<file path="src/rtl/host_bus_pkg.sv">
package host_bus_pkg;

  typedef enum logic {
    STYLE_SPLIT = 1'b0,
    STYLE_LEVEL = 1'b1
  } strobe_style_e;

  typedef struct packed {
    logic rd;
    logic wr;
  } bus_req_t;

  // Turn raw or synchronized pin levels into read/write activity.
  function automatic bus_req_t decode_req(strobe_style_e style, logic cs_n,
                                          logic sa_n, logic sb_n);
    bus_req_t r;
    if (style == STYLE_SPLIT) begin
      r.rd = !cs_n && !sa_n;
      r.wr = !cs_n && !sb_n;
    end else begin
      r.rd = !cs_n && sa_n && !sb_n;
      r.wr = !cs_n && !sa_n && !sb_n;
    end
    return r;
  endfunction

endpackage

</file>
<file path="src/rtl/host_bus_sync.sv">
module host_bus_sync #(
  parameter int W = 4,
  parameter int STAGES = 2,
  parameter logic [W-1:0] RST_VAL = '0
) (
  input  logic         clk,
  input  logic         rst_n,
  input  logic [W-1:0] d,
  output logic [W-1:0] q
);

  logic [W-1:0] stg [STAGES];

  always_ff @(posedge clk or negedge rst_n) begin
    if (!rst_n) begin
      for (int i = 0; i < STAGES; i++) stg[i] <= RST_VAL;
    end else begin
      stg[0] <= d;
      for (int i = 1; i < STAGES; i++) stg[i] <= stg[i-1];
    end
  end

  assign q = stg[STAGES-1];

endmodule

</file>
<file path="src/rtl/host_bus_strobe.sv">
module host_bus_strobe
  import host_bus_pkg::*;
(
  input  logic clk,
  input  logic rst_n,
  input  logic style_in,
  input  logic cs_n,
  input  logic sa_n,
  input  logic sb_n,
  input  logic ale,
  output logic style_q,
  output logic rd_rise,
  output logic wr_fall,
  output logic ale_fall
);

  bus_req_t now_req;
  logic     rd_prev, wr_prev, ale_prev;
  logic     idle;

  always_comb now_req = decode_req(strobe_style_e'(style_q), cs_n, sa_n, sb_n);

  assign idle     = !now_req.rd && !now_req.wr && !rd_prev && !wr_prev;
  assign rd_rise  = now_req.rd && !rd_prev;
  assign wr_fall  = wr_prev && !now_req.wr;
  assign ale_fall = ale_prev && !ale;

  always_ff @(posedge clk or negedge rst_n) begin
    if (!rst_n) begin
      style_q  <= 1'b0;
      rd_prev  <= 1'b0;
      wr_prev  <= 1'b0;
      ale_prev <= 1'b1;
    end else begin
      rd_prev  <= now_req.rd;
      wr_prev  <= now_req.wr;
      ale_prev <= ale;
      if (idle) style_q <= style_in;
    end
  end

endmodule

</file>
<file path="src/rtl/host_bus_port.sv">
module host_bus_port
  import host_bus_pkg::*;
#(
  parameter int ADDR_W      = 10,
  parameter int DATA_W      = 8,
  parameter int MUX_W       = 8,
  parameter int REG_COUNT   = 48,
  parameter int SYNC_STAGES = 2
) (
  input  logic              clk,
  input  logic              rst_n,
  input  logic              style_sel,
  input  logic              bus_cs_n,
  input  logic              bus_sa_n,
  input  logic              bus_sb_n,
  input  logic              bus_ale,
  input  logic [ADDR_W-1:0] bus_addr,
  input  logic [DATA_W-1:0] bus_data_i,
  output logic [DATA_W-1:0] bus_data_o,
  output logic              bus_data_oe,
  output logic              wr_valid,
  output logic [ADDR_W-1:0] wr_addr,
  output logic [DATA_W-1:0] wr_data,
  output logic              rd_req,
  output logic [ADDR_W-1:0] rd_addr,
  input  logic [DATA_W-1:0] rd_data
);

  localparam int CTRL_W = 4;
  localparam int PIPE_W = ADDR_W + DATA_W;
  localparam logic [ADDR_W:0] LIMIT = (ADDR_W+1)'(REG_COUNT);

  logic [CTRL_W-1:0] ctrl_s;
  logic [PIPE_W-1:0] pipe_s;
  logic [ADDR_W-1:0] addr_s, eff_addr, eff_q;
  logic [DATA_W-1:0] data_s, data_q, rd_hold;
  logic [MUX_W-1:0]  alat;
  logic              style_q, rd_rise, wr_fall, ale_fall;
  bus_req_t          raw_req;

  host_bus_sync #(.W(CTRL_W), .STAGES(SYNC_STAGES), .RST_VAL(4'b1111)) u_ctrl_sync (
    .clk(clk), .rst_n(rst_n),
    .d({bus_cs_n, bus_sa_n, bus_sb_n, bus_ale}),
    .q(ctrl_s)
  );

  host_bus_sync #(.W(PIPE_W), .STAGES(SYNC_STAGES), .RST_VAL('0)) u_pipe (
    .clk(clk), .rst_n(rst_n),
    .d({bus_addr, bus_data_i}),
    .q(pipe_s)
  );

  assign {addr_s, data_s} = pipe_s;

  host_bus_strobe u_strobe (
    .clk(clk), .rst_n(rst_n), .style_in(style_sel),
    .cs_n(ctrl_s[3]), .sa_n(ctrl_s[2]), .sb_n(ctrl_s[1]), .ale(ctrl_s[0]),
    .style_q(style_q), .rd_rise(rd_rise), .wr_fall(wr_fall), .ale_fall(ale_fall)
  );

  // Direct address while latch pin is high, else latched low byte.
  assign eff_addr = ctrl_s[0] ? addr_s : {addr_s[ADDR_W-1:MUX_W], alat};

  always_ff @(posedge clk or negedge rst_n) begin
    if (!rst_n) begin
      eff_q   <= '0;
      data_q  <= '0;
      alat    <= '0;
      rd_hold <= '0;
    end else begin
      eff_q  <= eff_addr;
      data_q <= data_s;
      if (ale_fall) alat <= data_q[MUX_W-1:0];
      if (rd_rise) rd_hold <= ({1'b0, eff_addr} < LIMIT) ? rd_data : '0;
    end
  end

  assign wr_valid = wr_fall && ({1'b0, eff_q} < LIMIT);
  assign wr_addr  = eff_q;
  assign wr_data  = data_q;
  assign rd_req   = rd_rise;
  assign rd_addr  = eff_addr;

  always_comb raw_req = decode_req(strobe_style_e'(style_q), bus_cs_n, bus_sa_n, bus_sb_n);

  assign bus_data_oe = raw_req.rd;
  assign bus_data_o  = rd_hold;

endmodule

</file>
<file path="config.mk">
export PLATFORM = sky130hd
export DESIGN_NAME = host_bus_port
export DESIGN_NICKNAME = d
export VERILOG_FILES = /design/src/rtl/host_bus_pkg.sv /design/src/rtl/host_bus_sync.sv /design/src/rtl/host_bus_strobe.sv /design/src/rtl/host_bus_port.sv
export SDC_FILE = /design/constraint.sdc
export NUM_CORES = 1
export LEC_CHECK = 0
export BUFFER_PORTS_ARGS = -buffer_cell sky130_fd_sc_hd__buf_2
export CORE_MARGIN = 2
export CORE_UTILIZATION = 25
export CTS_BUF_LIST = sky130_fd_sc_hd__clkbuf_16
export DETAILED_ROUTE_END_ITERATION = 6
export SKIP_LAST_GASP = 1
export SLEW_MARGIN = 20
export SYNTH_ARGS = -nofsm -noshare
export SYNTH_HDL_FRONTEND = slang
export SYNTH_SLANG_ARGS = --single-unit
</file>
<file path="constraint.sdc">
create_clock -name clk -period 2.8 [get_ports clk]
set_clock_uncertainty 0.05 [all_clocks]
set_input_delay 0.28 -clock clk [delete_from_list [all_inputs] [get_ports clk]]
set_output_delay 0.28 -clock clk [all_outputs]
set_load 0.05 [all_outputs]
</file>
==> impl_results.md, run 1 <==
* Met2 Usage GRT at 14.1%
* GRT busiest layer: met2
* Status: finished clean
* Gr usage total at 9.23%
* CP arrival at 2040 ps
* Most frequent cells after synthesis: dfrtp_1, mux2_2, dfstp_2
* Maximum Capacitance Violations at 0
* Setup violators final at 0
* Gate power share at 13.6%
* Switch Pwr at 0.755 mW
* Synth-to-Final Area Change at 36.8%
* Final setup margin at 433 ps
* Post-route DRC at 0
* Worst setup SP type: flip-flop
* Switching part of the total power at 26.7%
* Syn Std Cell Area at 2620 um2
* Max_slew headroom at 51.4%
* Maximum number of pins on one net before global-route repair at 83
* Fin cells at 381
* CTS tree: built
* Final Instance Area at 3590 um2
* FF+latch count, synth at 82
* First-pass GRT wire length at 7.62 mm
* Synth warnings at 0
* Die width at 106 um
* Leading cell type by number of instances after synthesis: dfrtp_1
* CTS root buf: clkbuf_16
* Synthesized instance count at 145
* Cell taking the most area after synthesis: dfrtp_1
* Die footprint at 11300 um2
* Avg Cell Area, Syn at 18.1 um2
* Mapped Nets at 178
* Core area at 10300 um2
* Remaining Overflow, GRT at 0
* Crit path kind: flip-flop to output pin
* Die height at 106 um
* Routability Congestion at 0.684
* Antenna viol nets, final at 0
* Antenna violations before repair at 0
* Peak Freq at 0.422 GHz
* I/O Pins at 72
* Internal Power at 2.07 mW
* Skew-Pair Late Insertion Delay at 330 ps
* H-tree depth at 3
* Total power at 2.83 mW
* Worst r2r src: u_ctrl_sync.q[0]$_DFF_PN1_
* Routed WL per cell at 12.5 um
* Share of the yosys chip area belonging to registers at 78.6%
* CP max FO at 9
* Fill cells at 1024
* Cell total after placement at 346
* Sequential Power Share at 46.6%
* Main flop type after synthesis: dfrtp_1
* IO Port Bufs at 71
* Setup TNS at 0 ps
* Final-report max-slew violation count at 0
* Slew @ Worst Pin at 728 ps
* Area contributors post-synth: dfrtp_1, dfstp_2, mux2_2, nor3b_2, mux2_1
* Number of global-route vias before repair at 1485
* WP data required at 2470 ps
* Tightest Hold Check Type: input port to flip-flop
* Clock transition at path regs at 60 ps
* Postcts setup bufs at 0
* Nets@finish at 273
* Routing usage on met1 at 11.1%
* Power density relative to cell area at 788 nW/um2
* CP Launch Point: u_strobe.style_q$_DFFE_PN0P_
* DRT Pass-1 Iters at 3
* Share of cells above drive strength 1 at 48.6%
* Endpoint class of the critical path: output pin
* Vias per cell at 3.79
* Final min period at 2370 ps
* # diodes at 0
* Num CTS Buffers at 9
* Starting density of the core at 25.5%
* Ys async rst share at 100%
* Synth top area share at 69.6%
* Post-Route WL at 4.77 mm
* Clk sinks at 82
* DR iter-0 viols at 80
* Count of final hold-check violations at 0
* P_leak at 1.68 nW
* GR Util met3 at 4.05%
* Detailed-route via count at 1445
* Hold_sp: bus_addr[7]
* Power share of the clock group at 39.7%
* Period utilization at 84.5%
* Rows at 37
* HPWL after DPL at 3.25 mm
* RSZ-0062 raised after global routing: false
* Highest ir drop seen on vdd at 0.379 mV
* Pre-CTS setup slack at 697 ps
* Netlist cell types at 22
* Post-synth EDFFs at 0
* Maximum root-to-sink buffer count at 2
* Placed cell area at 3110 um2
## per-stage QoR
step / hold slack, ps / utilization (%)
final: 20.4 / 34.9
after global routing: 2.35 / 34.9
after CTS: 0.385 / 34.7
after detailed placement: 285 / 30.3
after global placement: 282 / 30.3
after floorplan: -65.6 / -
## kinds of logic after synthesis
group / Yosys count / share of synthesized area, %
compound gates: 6 / 2.10
buf+inv: 7 / 1.76
flops: 82 / 78.6
mux: 24 / 10.4
simple gates: 26 / 7.06
## cells in the final DEF, fill, tap and decap left out
cell type,netlist,final
a31oi_4,1,1
nor2_1,8,8
mux2_2,15,15
inv_1,1,2
dfstp_2,9,9
or3_1,1,1
clkinv_2,0,3
dfrtp_1,73,73
nand2_1,3,3
buf_6,1,1
inv_6,0,1
buf_2,1,70
a31o_1,1,1
nor2b_1,2,2
clkbuf_16,0,9
mux2_4,1,1
clkinv_1,0,1
nor3b_2,8,8
mux2_1,8,8
nor3_1,2,2
bufinv_16,0,1
nor4b_1,1,1
dlygate4sd3_1,0,19
a21oi_1,2,2
a211oi_1,2,2
nor4_1,1,1
## per-layer routing
layer	up-vias	share of wire, %
met1	712	43
met2	47	48
met4	0	1.8
met3	7	6.5
li1	679	-
met5	-	0
## critical path: stages (launching register included)
cell	delay, ps
dfrtp_1	430
nor3_1	170
a31o_1	130
nor2b_1	590
buf_2	390
## registers in the layout (all words and copies together) (netlist names)
register and count:
u_pipe.q 18, wr_data 8, u_strobe.wr_prev 1, u_ctrl_sync.q 4, u_pipe.stg 18, alat 8, u_strobe.ale_prev 1, wr_addr 10
u_ctrl_sync.stg 4, bus_data_o 8, u_strobe.style_q 1, u_strobe.rd_prev 1
## power by group through the flow
stage / sequential (mW) / clock (mW) / combinational (mW)
finish: 1.32 / 1.12 / 0.386
global route: 1.33 / 1.22 / 0.411
detailed placement: 1.34 / 0 / 0.372
global placement: 1.34 / 0 / 0.369
CTS: 1.32 / 1.17 / 0.391
floorplan: 1.43 / 0 / 0.162
## final timing paths
path	to	slack (ps)	cells after the start
worst max register to register	bus_data_o[7]$_DFFE_PN0P_	700	4
worst min register to register	u_pipe.q[16]$_DFF_PN0_	300	0
worst min-delay path	u_pipe.stg[33]$_DFF_PN0_	20	1
min in group asynchronous	u_pipe.stg[24]$_DFF_PN0_	510	2
max in group asynchronous	u_pipe.q[16]$_DFF_PN0_	1720	2
worst max-delay path	rd_req	430	4
## cell type report
class,instances,area [um2],share of cell area [%]
multi-input combinational,56,514,14.3
clock buffer,9,225,6.27
clock inverter,7,61.3,1.71
sequential,82,2060,57.5
tap,136,170,4.74
inverter,1,3.75,0.105
timing repair buffer,90,552,15.4
## what timing repair did
action | in CTS | in global routing
hold endpoints to repair | 17 | 7
resized for setup | 0 | 0
hold buffers | 17 | 2
Power figures use the tool's default switching activity.
==> run 2, diff against run 1 <==
==> constraint.sdc (replaced) <==
create_clock -name clk -period 2.4 [get_ports clk]
set_clock_uncertainty 0.05 [all_clocks]
set_input_delay 0.24 -clock clk [delete_from_list [all_inputs] [get_ports clk]]
set_output_delay 0.24 -clock clk [all_outputs]
set_load 0.05 [all_outputs]
==> run 2 against run 1 <==
Net effect: clock-buffer cell count unchanged; final cell count rose by 1.6%; largest power group unchanged; sequential power rose by 17%; cell area increased by 2.5%; critical path depth unchanged; sequential cell count is the same; the run now ends with negative hold slack left.
==> impl_results.md, run 2 (synthesized netlist as in run 1, its figures left out) <==
* Setup violators final at 0
* CP bufs+invs at 1
* Worst r2r src: u_ctrl_sync.q[0]$_DFF_PN1_
* Reg-to-reg slack, setup at 530 ps
* Count of final hold-check violations at 55
* Nets@finish at 279
* Post-Route WL at 4.77 mm
* Maximum number of pins on one net before global-route repair at 72
* Starting density of the core at 25.5%
* Final min period at 2090 ps
* Worst setup SP type: flip-flop
* Highest ir drop seen on vdd at 0.349 mV
* Reg-to-reg endpoint: bus_data_o[3]$_DFFE_PN0P_
* Crit-path slowest cell: dfrtp_1
* Antenna viol nets, final at 0
* Setup TNS at 0 ps
* Period utilization at 87.2%
* Slew @ Worst Pin at 854 ps
* First-pass GRT wire length at 7.56 mm
* Final-report max-slew violation count at 0
* Num CTS Buffers at 9
* Maximum Capacitance Violations at 0
* Antenna violations before repair at 0
* Placed cell area at 3130 um2
* CTS tree: built
* Die footprint at 11300 um2
* Hold Slack at -27.7 ps
* H-tree depth at 3
* Routability Congestion at 0.683
* I/O Pins at 72
* Die width at 106 um
* Rows at 37
* Share of cells above drive strength 1 at 49.8%
* Critical-path cell list: nor3_1 > a31o_1 > nor2b_2 > buf_2
* Number of global-route vias before repair at 1529
* IO Port Bufs at 71
* Tightest Hold Check Type: input port to async pin
* RSZ-0062 raised after global routing: false
* Crit path kind: flip-flop to output pin
* Clock transition at path regs at 60 ps
* Commonest non-fill, non-tap cell in the layout: dfrtp_1
* Post-route DRC at 0
* Max incr delay on CP at 430 ps
* CP max FO at 9
* Status: finished, violations left
* Peak Freq at 0.478 GHz
* R2r worst-path depth at 4
* Power density relative to cell area at 941 nW/um2
* Vias per cell at 3.86
* Routing usage on met1 at 10.4%
* DR iter-0 viols at 26
* Layout Utilization at 35.8%
* Core area at 10300 um2
* Max_slew headroom at 43.0%
* Worst path top cell family by delay: simple AND/OR/NAND/NOR gates
* Final Instance Area at 3680 um2
* Endpoint class of the critical path: output pin
* Commonest cells after routing, fill and taps aside: dfrtp_1, buf_2, dlygate4sd3_1
* WP data required at 2110 ps
* Die height at 106 um
* Detailed-route via count at 1494
* CP arrival at 1800 ps
* GR Util met3 at 3.62%
* P_leak at 1.71 nW
* Routed WL per cell at 12.3 um
* Clk sinks at 82
* Failing checks: negative hold slack
* Synth-to-Final Area Change at 40.2%
* Gr usage total at 9.17%
* # diodes at 0
* DRT Pass-1 Iters at 4
* CTS root buf: clkbuf_16
* HPWL after DPL at 3.23 mm
* Postcts setup bufs at 0
* Skew-Pair Late Insertion Delay at 330 ps
* Maximum root-to-sink buffer count at 2
* Remaining Overflow, GRT at 0
* GRT busiest layer: met2
* Met2 Usage GRT at 14.6%
==> run 2: changes by cell type in the layout (fill, tap and decap cells not counted), sizes merged <==
cell,before,now
buf,71,74
clkinv,4,1
dlygate4sd3,19,22
bufinv,1,2
clkinvlp,0,1
inv,3,4
==> run 2: worst max-delay path by stage <==
stage | start | end | cells after the start
finish | u_strobe.style_q$_DFFE_PN0P_ | rd_req | 4
global placement | u_strobe.style_q$_DFFE_PN0P_ | rd_req | 4
global route | u_strobe.style_q$_DFFE_PN0P_ | rd_req | 4
detailed placement | u_strobe.style_q$_DFFE_PN0P_ | rd_req | 4
CTS | u_strobe.style_q$_DFFE_PN0P_ | rd_req | 4
floorplan | wr_addr[8]$_DFF_PN0_ | wr_valid | 3
==> run 2: layout make-up <==
class,instances,area [um2]
fillers,1008,6600
clock buffers,9,225
clock inverters,7,98.8
repair buffers,96,601
flip-flops and latches,82,2060
well taps,136,170
inverters,1,3.75
multi-input cells,56,517
==> run 2: through the flow <==
step | worst slack, ps | std cells | hold slack, ps | power, mW
floorplan | 502 | 145 | -106 | 1.86
CTS | 21.2 | 387 | 6.22 | 3.53
detailed placement | 386 | 349 | 285 | 2.00
finish | 308 | 387 | -27.7 | 3.46
global route | 147 | 387 | 39.9 | 3.63
global placement | 442 | 349 | 282 | 2.00
==> run 2: routing by layer <==
layer / wire (um) / vias to the layer above / part of all wire (%)
li1: - / 691 / -
met1: 1980 / 741 / 42
met2: 2360 / 51 / 50
met3: 287 / 11 / 6.0
met4: 130 / 0 / 2.7
met5: 0 / - / 0
==> run 2: what timing repair did <==
item	4_1_cts	5_1_grt
gates resized for setup	0	1
endpoints found under the hold margin	22	0
hold buffers	22	0
endpoints found under the setup margin	0	1
==> run 2: where the power goes <==
part	internal (mW)	switching, mW
clock network	0.919	0.547
logic	0.142	0.318
registers	1.49	0.0477
total	2.55	0.913
